==> config.mk <==
export PLATFORM = sky130hd
export DESIGN_NAME = spi_regport
export DESIGN_NICKNAME = d
export VERILOG_FILES = /design/src/rtl/spi_regport.sv
export SDC_FILE = /design/constraint.sdc
export NUM_CORES = 1
export LEC_CHECK = 0
export CAP_MARGIN = 20
export CORE_MARGIN = 8
export CORE_UTILIZATION = 45
export CTS_BUF_LIST = sky130_fd_sc_hd__clkbuf_8 sky130_fd_sc_hd__clkbuf_16
export DETAILED_ROUTE_END_ITERATION = 6
export PLACE_DENSITY = 0.75
export SYNTH_ARGS = -nofsm -noshare
export SYNTH_HDL_FRONTEND = slang
export SYNTH_SLANG_ARGS = --single-unit
export TNS_END_PERCENT = 100
==> constraint.sdc <==
create_clock -name clk -period 3.6 [get_ports clk]
set_clock_uncertainty 0.1 [all_clocks]
set_input_delay 0.72 -clock clk [delete_from_list [all_inputs] [get_ports clk]]
set_output_delay 0.72 -clock clk [all_outputs]
set_load 0.05 [all_outputs]
==> src/rtl/spi_regport.sv <==
module spi_regport #(
  parameter int USER_BASE = 16,
  parameter int USER_BYTES = 16,
  parameter logic [7:0] VERSION_CODE = 8'h03,
  parameter logic [7:0] PART_CODE = 8'h52
) (
  input  logic clk,
  input  logic rst_n,
  input  logic sclk,
  input  logic cs_n,
  input  logic sdio_i,
  output logic sdio_o,
  output logic sdio_oe,
  output logic sdo_o,
  output logic sdo_oe,
  output logic [USER_BYTES*8-1:0] active_regs
);
  localparam int IW = (USER_BYTES > 1) ? $clog2(USER_BYTES) : 1;
  localparam logic [11:0] UB = 12'(USER_BASE);
  localparam logic [11:0] NB = 12'(USER_BYTES);
  localparam logic [11:0] A_CFG = 12'h000;
  localparam logic [11:0] A_VER = 12'h002;
  localparam logic [11:0] A_PART = 12'h003;
  localparam logic [11:0] A_RB = 12'h004;
  localparam logic [11:0] A_UPD = 12'h234;

  typedef enum logic [1:0] {P_INS, P_DATA, P_DONE} phase_t;

  logic [2:0] sclk_p;
  logic [1:0] cs_p, din_p;
  logic rise, fall, cs_s, din_s;

  always_ff @(posedge clk) begin
    if (!rst_n) begin
      sclk_p <= '0;
      cs_p <= 2'b11;
      din_p <= '0;
    end else begin
      sclk_p <= {sclk_p[1:0], sclk};
      cs_p <= {cs_p[0], cs_n};
      din_p <= {din_p[0], sdio_i};
    end
  end

  assign rise = sclk_p[1] & ~sclk_p[2];
  assign fall = ~sclk_p[1] & sclk_p[2];
  assign cs_s = cs_p[1];
  assign din_s = din_p[1];

  phase_t phase;
  logic [3:0] bitcnt;
  logic [14:0] shreg;
  logic is_rd;
  logic [1:0] bytes_left;
  logic [11:0] cur_addr;
  logic [7:0] rd_byte;
  logic out_bit, oe_q;

  logic [7:0] stg [USER_BYTES];
  logic [7:0] act [USER_BYTES];
  logic rb_stg, rb_act, cfg_4w, upd_q, srst_q;
  logic [USER_BYTES*8-1:0] stg_flat;

  logic [11:0] ins_addr, nxt_addr, rd_addr, rd_off, wr_off;
  logic [7:0] rd_val, wbyte;
  logic wr_en;

  assign ins_addr = {shreg[10:0], din_s};
  assign nxt_addr = cur_addr - 12'd1;
  assign rd_addr = (phase == P_INS) ? ins_addr : nxt_addr;
  assign rd_off = rd_addr - UB;
  assign wr_off = cur_addr - UB;
  assign wbyte = {shreg[6:0], din_s};
  assign wr_en = !cs_s && rise && phase == P_DATA && !is_rd && bitcnt == 4'd7;

  always_comb begin
    rd_val = 8'h00;
    if (rd_addr == A_CFG) rd_val = {cfg_4w, 7'b0};
    else if (rd_addr == A_VER) rd_val = VERSION_CODE;
    else if (rd_addr == A_PART) rd_val = PART_CODE;
    else if (rd_addr == A_RB) rd_val = {7'b0, rb_act ? rb_stg : rb_act};
    else if (rd_off < NB) rd_val = rb_act ? stg[rd_off[IW-1:0]] : act[rd_off[IW-1:0]];
  end

  always_ff @(posedge clk) begin
    if (!rst_n) begin
      phase <= P_INS;
      bitcnt <= '0;
      shreg <= '0;
      is_rd <= 1'b0;
      bytes_left <= '0;
      cur_addr <= '0;
      rd_byte <= '0;
      out_bit <= 1'b0;
      oe_q <= 1'b0;
    end else if (cs_s) begin
      phase <= P_INS;
      bitcnt <= '0;
      oe_q <= 1'b0;
    end else if (rise) begin
      case (phase)
        P_INS: begin
          shreg <= {shreg[13:0], din_s};
          bitcnt <= bitcnt + 4'd1;
          if (bitcnt == 4'd15) begin
            is_rd <= shreg[14];
            bytes_left <= shreg[13:12];
            cur_addr <= ins_addr;
            rd_byte <= rd_val;
            phase <= P_DATA;
            bitcnt <= '0;
          end
        end
        P_DATA: begin
          shreg <= {shreg[13:0], din_s};
          bitcnt <= bitcnt + 4'd1;
          if (bitcnt == 4'd7) begin
            bitcnt <= '0;
            cur_addr <= nxt_addr;
            rd_byte <= rd_val;
            if (bytes_left == 2'd0) phase <= P_DONE;
            else bytes_left <= bytes_left - 2'd1;
          end
        end
        default: ;
      endcase
    end else if (fall) begin
      if (phase == P_DATA && is_rd) begin
        out_bit <= rd_byte[~bitcnt[2:0]];
        oe_q <= 1'b1;
      end else begin
        oe_q <= 1'b0;
      end
    end
  end

  always_ff @(posedge clk) begin
    if (!rst_n) begin
      for (int i = 0; i < USER_BYTES; i++) begin
        stg[i] <= '0;
        act[i] <= '0;
      end
      rb_stg <= 1'b0;
      rb_act <= 1'b0;
      cfg_4w <= 1'b0;
      upd_q <= 1'b0;
      srst_q <= 1'b0;
    end else begin
      upd_q <= wr_en && cur_addr == A_UPD && wbyte[0];
      srst_q <= wr_en && cur_addr == A_CFG && wbyte[5];
      if (srst_q) begin
        for (int i = 0; i < USER_BYTES; i++) begin
          stg[i] <= '0;
          act[i] <= '0;
        end
        rb_stg <= 1'b0;
        rb_act <= 1'b0;
      end else begin
        if (upd_q) begin
          for (int i = 0; i < USER_BYTES; i++) act[i] <= stg[i];
          rb_act <= rb_stg;
        end
        if (wr_en) begin
          if (cur_addr == A_CFG) cfg_4w <= wbyte[7];
          if (cur_addr == A_RB) rb_stg <= wbyte[0];
          if (wr_off < NB) stg[wr_off[IW-1:0]] <= wbyte;
        end
      end
    end
  end

  always_comb begin
    for (int i = 0; i < USER_BYTES; i++) begin
      active_regs[i*8 +: 8] = act[i];
      stg_flat[i*8 +: 8] = stg[i];
    end
  end

  assign sdo_o = cfg_4w & out_bit;
  assign sdo_oe = cfg_4w & oe_q;
  assign sdio_o = ~cfg_4w & out_bit;
  assign sdio_oe = ~cfg_4w & oe_q;


  upd_copy_chk: assert property (@(posedge clk) disable iff (!rst_n)
    upd_q |=> active_regs == $past(stg_flat));

  upd_pulse_chk: assert property (@(posedge clk) disable iff (!rst_n)
    upd_q |=> !upd_q);

  active_hold_chk: assert property (@(posedge clk) disable iff (!rst_n)
    (!upd_q && !srst_q) |=> $stable(active_regs));

  soft_reset_chk: assert property (@(posedge clk) disable iff (!rst_n)
    srst_q |=> active_regs == '0);

  one_driver_chk: assert property (@(posedge clk) disable iff (!rst_n)
    !(sdio_oe && sdo_oe));

  cs_release_chk: assert property (@(posedge clk) disable iff (!rst_n)
    cs_s |=> !sdio_oe && !sdo_oe);
endmodule

After elaboration in Yosys (flattened, before gate mapping) --
Memory sizes are Yosys's and may differ from the RTL's. Cells that the tools add are included.
Cells by class: order comparisons 3, equality and inequality tests 12, bitwise logic cells 62, multiplexer cells 92, reduce and logical (&&, ||, !) cells 30, add/subtract/negate cells 5
Operators by type and width (number):
- 8-bit 2-to-1 mux | 57
- 1-bit bitwise OR | 48
- 12-bit 2-to-1 mux | 3
- 12-bit by 2-bit == test with 1-bit output, second input constant | 2
- 12-bit by 3-bit == test with 1-bit output, second input constant | 2
- 12-bit zero test | 2
- 12-bit by 5-bit less-than comparator with 1-bit output, second input constant | 2
- 12-bit case mux with 2 select lines | 1
- 12-bit by 5-bit subtractor with 12-bit output, second input constant | 2
- 1-bit 2-to-1 mux | 17
- 8-bit case mux with 2 select lines | 1
- 12-bit by 10-bit == test with 1-bit output, second input constant | 1
- 2-bit 2-to-1 mux | 6
- 4-bit 2-to-1 mux | 3
- 12-bit by 1-bit subtractor with 12-bit output, second input constant | 1
- 5-bit AND reduction | 2
- 1-bit logical AND | 9
- 2-bit case mux with 2 select lines | 2
- 4-bit case mux with 2 select lines | 1
- 4-bit AND reduction | 2
- 8-bit OR reduction | 1
- 1-bit inverter | 7
- 1-bit bitwise AND | 6
- 2-bit by 1-bit != test with 1-bit output, second input constant | 3
- other kinds (16) | 23
Storage, ports and cells: output and inout bits 132, memories kept 2, memory bits (writable) 256, register bits after elaboration 58, logic and storage cells 223
Memory list:
- act | depth 16, width 8, rd ports 17, clocked after Yosys merged registers in 0, wr ports 16, RTL line 60 | logic [7:0] act [USER_BYTES];
- stg | depth 16, width 8, rd ports 17, clocked after Yosys merged registers in 0, wr ports 16, RTL line 59 | logic [7:0] stg [USER_BYTES];

Longest topological paths before layout --
depth after elaboration 12, depth in mapped cells 13, gate-level depth less buffers 9

Least setup slack after synthesis --
No wires, ideal clock.
path type register to register, from reg bitcnt[0], to mem stg[12][0], enable pin, clock period less this slack 3.149 ns, required time 3.116 ns, path slack 0.451 ns, setup time 0.384 ns, data arrival time 2.665 ns, cell stages (with the launch flop) 8, cell sequence dfxtp_1 > ha_1 > nand2_1 > or3_1 > or4_1 > nor3_1 > nand2_1 > o21ai_0
RTL lines:
- start, declared | RTL line 51 | logic [3:0] bitcnt;
- start signal, assigned | RTL line 104 | bitcnt <= bitcnt + 4'd1;
- start signal, assigned | RTL line 116 | bitcnt <= bitcnt + 4'd1;
- end, declared | RTL line 59

Worst setup path in the final report --
from reg cur_addr[0], to reg rd_byte[6]
On the way: word-level cells in the longest chain between the ends 12
Ends and longest elaborated chain:
- start, declared | RTL line 55 | logic [11:0] cur_addr;
- start signal, assigned | RTL line 108 | cur_addr <= ins_addr;
- start signal, assigned | RTL line 119 | cur_addr <= nxt_addr;
- 12-bit by 1-bit subtractor with 12-bit output (*) | RTL line 69 | assign nxt_addr = cur_addr - 12'd1;
- 12-bit 2-to-1 mux (*) | RTL line 70 | assign rd_addr = (phase == P_INS) ? ins_addr : nxt_addr;
- 12-bit by 5-bit subtractor with 12-bit output | RTL line 71 | assign rd_off = rd_addr - UB;
- memory read 16 x 8 bit, on equally long branches
- 8-bit 2-to-1 mux (2 in a row) | RTL line 82 | else if (rd_off < NB) rd_val = rb_act ? stg[rd_off[IW-1:0]] : act[rd_off[IW-1:0]];
- 8-bit 2-to-1 mux | RTL line 81 | else if (rd_addr == A_RB) rd_val = {7'b0, rb_act ? rb_stg : rb_act};
- 8-bit 2-to-1 mux | RTL line 80 | else if (rd_addr == A_PART) rd_val = PART_CODE;
- 8-bit 2-to-1 mux | RTL line 79 | else if (rd_addr == A_VER) rd_val = VERSION_CODE;
- 8-bit 2-to-1 mux (*) | RTL line 78 | if (rd_addr == A_CFG) rd_val = {cfg_4w, 7'b0};
- 8-bit 2-to-1 mux, on equally long branches | RTL line 117, 105
- 8-bit case mux with 2 select lines (*) | RTL line 101 | case (phase)
- end signal, assigned | RTL line 109 | rd_byte <= rd_val;
- end signal, assigned | RTL line 120 | rd_byte <= rd_val;
- end, declared | RTL line 56 | logic [7:0] rd_byte;
Mark *: on every way between the ends. The rest lies on a longest branch, timed or not. The select of a mux whose other input is x is not followed. A chain may end at the register's enable or synchronous reset.

==> impl_metrics.py <==
metrics = {
    "logic_synthesis": {
        "synth_edf_count": 248,
        "syn-cell-area_um2": 14900,
        "yosysWarnings": 0,
        "synth_seq_area_share": 0.589,
        "synth_cells": 1274,
        "ys_types": 57,
        "syn-num-nets": 1286,
        "synthFlopType": "edfxtp_1",
        "syn_area_per_cell_um2": 11.7,
        "synthArstFlopShare": 0,
        "synth-seq-cells": 314,
    },
    "critical_path": {
        "path_cells": "inv_1 > ha_1 > xnor2_1 > o21ai_2 > buf_4 > mux2_2 > o22ai_1 > nor2_1 > o22ai_1 > o31ai_1",
        "reg2reg_from": "cur_addr[0]",
        "worst-path-max-fanout": 13,
        "critPathRequiredTime_ns": 3.91,
        "arrival_ns": 3.68,
        "worstSetupStartpointType": "flop",
        "max_stage_delay_ns": 0.56,
        "cp_num_buf_inv": 2,
        "crit_slowest_cell": "o21ai_2",
        "critPathTopFamily": "compound AO/OA/AOI/OAI gates",
        "worstSetupStartpoint": "cur_addr[0]",
        "crit_top_cell": "o22ai_1",
        "crit_type": "reg -> reg",
        "critPathCaptureType": "flop",
    },
    "finish": {
        "n_antenna_cell": 0,
        "regArea_um2": 8770,
        "final_nets": 1419,
        "multi_input_area_um2": 5670,
        "syn2layout_area_growth_pct": 22.0,
        "drive_gt1_frac": 0.133,
        "fillCellCount": 2709,
    },
    "placement": {
        "dp_hpwl_um": 30700,
        "routabilityCongestion": 0.967,
        "port_buffers": 136,
    },
    "floorplan": {
        "core-area_um2": 32500,
        "dieArea_um2": 39100,
        "start_util": 0.457,
        "die_x_um": 198,
        "num_io_pins": 137,
        "die_y_um": 198,
        "rows": 66,
    },
    "timing": {
        "tns_ns": 0,
        "period_minus_slack_ns": 3.37,
        "worst_pin_slew_ns": 0.944,
        "slew_headroom": 0.366,
        "hold_ws_ns": 0.310,
        "max_freq_ghz": 0.297,
        "post-route-period-util": 0.937,
        "slew_violations": 0,
        "setup_viol": 0,
        "grt_setup_unrepaired": "false",
        "finalHoldViolCount": 0,
    },
    "detailed_routing": {
        "wl_per_cell_um": 23.7,
        "post-route-drc-count": 0,
        "viasPerCell": 6.09,
        "wirelength_um": 44400,
        "vias": 11400,
        "initialDrtViolationCount": 1315,
        "ant_nets": 0,
        "drtPass1Iterations": 5,
    },
    "power": {
        "power_report.internal_total_mw": 6.44,
        "seqPwrFrac": 0.490,
        "power_density_nw_per_um2": 460,
        "power_mw": 8.35,
        "ir_drop_mv": 0.292,
        "total_leakage_power_nw": 6.85,
        "p_sw_frac": 0.229,
        "switching_power_mw": 1.91,
        "p_comb_frac": 0.065,
        "p_clk_frac": 0.445,
    },
    "clock_network": {
        "worst_skew_pair.late_latency_ns": 0.52,
        "clk_pin_slew_worst_paths_ns": 0.07,
        "cts_resized": 0,
        "root_buffer": "clkbuf_16",
        "postCtsHoldBufs": 0,
        "cts.sinks": 314,
        "htree_levels": 2,
        "postCtsSetupBuffers": 0,
        "numCtsBuffers": 35,
        "cts_tree": "yes",
        "clock_path_buffers": 3,
    },
    "worst_hold_path": {
        "hold_start": "cs_p[0]",
        "hp-class": "reg -> reg",
    },
    "grt": {
        "antenna_found_initial": 0,
        "grt_first_pass_wirelength_um": 66900,
        "grt_max_degree": 85,
        "track_usage": 0.221,
        "grt_pass1_vias": 11000,
        "gr-total-overflow": 0,
    },
    "job": {
        "drv_cap": 0,
    },
    "run_status": {
        "status": "finished clean",
    },
}
-- area by class of cell --
cell class / instances / share of cell area
clock buffer: 39 / 0.0525
clock inverter: 23 / 0.0133
inverter: 12 / 0.00248
multi-input combinational: 842 / 0.312
sequential: 314 / 0.483
tap: 442 / 0.0305
timing repair buffer: 202 / 0.106
-- cells in the final DEF (no fill, tap or decap), types with 6 or more instances in the layout --
cell type / count
o211ai_1: 13
nand2_1: 115
clkbuf_16: 37
nand3_1: 25
buf_4: 61
edfxtp_1: 248
and3_1: 131
mux2i_1: 30
o22ai_1: 18
ha_1: 7
a221oi_1: 6
nor2_1: 71
nor3_1: 16
a21oi_1: 48
inv_1: 16
o21ai_0: 34
and2_1: 137
nand2b_1: 18
mux2_2: 15
dfxtp_1: 65
o31ai_1: 6
or3_1: 7
nor2b_1: 8
clkdlybuf4s50_1: 136
mux4_2: 34
a211oi_1: 11
a31oi_1: 8
-- metal layers --
| layer | share of wire | vias to the layer above | GRT usage |
|---|---|---|---|
| li1 | - | 4979 | - |
| met1 | 0.40 | 5585 | 0.303 |
| met2 | 0.45 | 734 | 0.346 |
| met3 | 0.11 | 112 | 0.0447 |
| met4 | 0.036 | 0 | 0.0799 |
| met5 | 0 | - | 0 |
-- Yosys cell counts, drive strengths merged, types with 18 or more instances --
master  number  area (um^2)
buf         23          116
nand2      115          432
nor2        72          270
clkbuf      83          312
o22ai       18          113
o21ai       40          204
nor3        20          120
nand2b      18          113
mux2i       30          300
edfxtp     248         7450
a21oi       48          240
and2       138          863
dfxtp       66         1320
mux4        34          766
nand3       25          125
and3       131          820
-- worst reg2reg max path, cell delays in order, from the launching register on --
cell and delay (ns):
dfxtp_1 0.49, inv_1 0.14, ha_1 0.32, xnor2_1 0.29, o21ai_2 0.56, buf_4 0.35, mux2_2 0.36, o22ai_1 0.21
nor2_1 0.09, o22ai_1 0.26, o31ai_1 0.12
-- cell families (layout without fill, tap and decap cells) --
logic type / Yosys count / after routing / share of synthesized area
adders and majority gates: 7 / 7 / 0.00589
DFF: 314 / 314 / 0.589
and+or+nand+nor: 562 / 562 / 0.204
buffers and inverters: 118 / 276 / 0.0318
xor gates and xnor gates: 8 / 8 / 0.00471
muxes: 79 / 79 / 0.0830
AOI/OAI and AO/OA: 186 / 186 / 0.0807
-- through the flow --
stage                      util  area (um^2)  setup slack (ns)  cells
final                     0.558        18200             0.227   1874
after global routing      0.558        18200             0.102   1874
after CTS                 0.558        18200             0.269   1874
after detailed placement  0.521        17000             0.314   1812
after global placement    0.521        17000             0.371   1812
after floorplan               -        14900             0.451   1274
-- registers in the layout, summed over array words and instances (netlist names) --
| register | count |
|---|---|
| cs_p | 2 |
| out_bit | 1 |
| act | 128 |
| rb_stg | 1 |
| rd_byte | 8 |
| srst_q | 1 |
| sclk_p | 3 |
| stg | 128 |
| din_p | 2 |
| upd_q | 1 |
| bitcnt | 4 |
| phase | 2 |
| shreg | 15 |
| rb_act | 1 |
| cur_addr | 12 |
| bytes_left | 2 |
| is_rd | 1 |
| oe_q | 1 |
| cfg_4w | 1 |
-- worst paths after layout --
| path | endpoint | slack [ns] | cells past startpoint |
|---|---|---|---|
| worst max-delay path | rd_byte[6] | 0.23 | 10 |
| worst min-delay path | cs_p[1] | 0.31 | 1 |
| worst max register to register | rd_byte[6] | 0.23 | 10 |
| worst min register to register | cs_p[1] | 0.31 | 1 |
-- power by group through the flow --
stage | Sequential [mW] | Clock, mW | Combinational [mW]
after floorplan | 4.32 | 0 | 0.152
after global placement | 4.16 | 0 | 0.543
after detailed placement | 4.16 | 0 | 0.545
after CTS | 4.09 | 3.74 | 0.547
after global routing | 4.10 | 3.86 | 0.568
final | 4.09 | 3.71 | 0.545
Power figures use the tool's default switching activity.
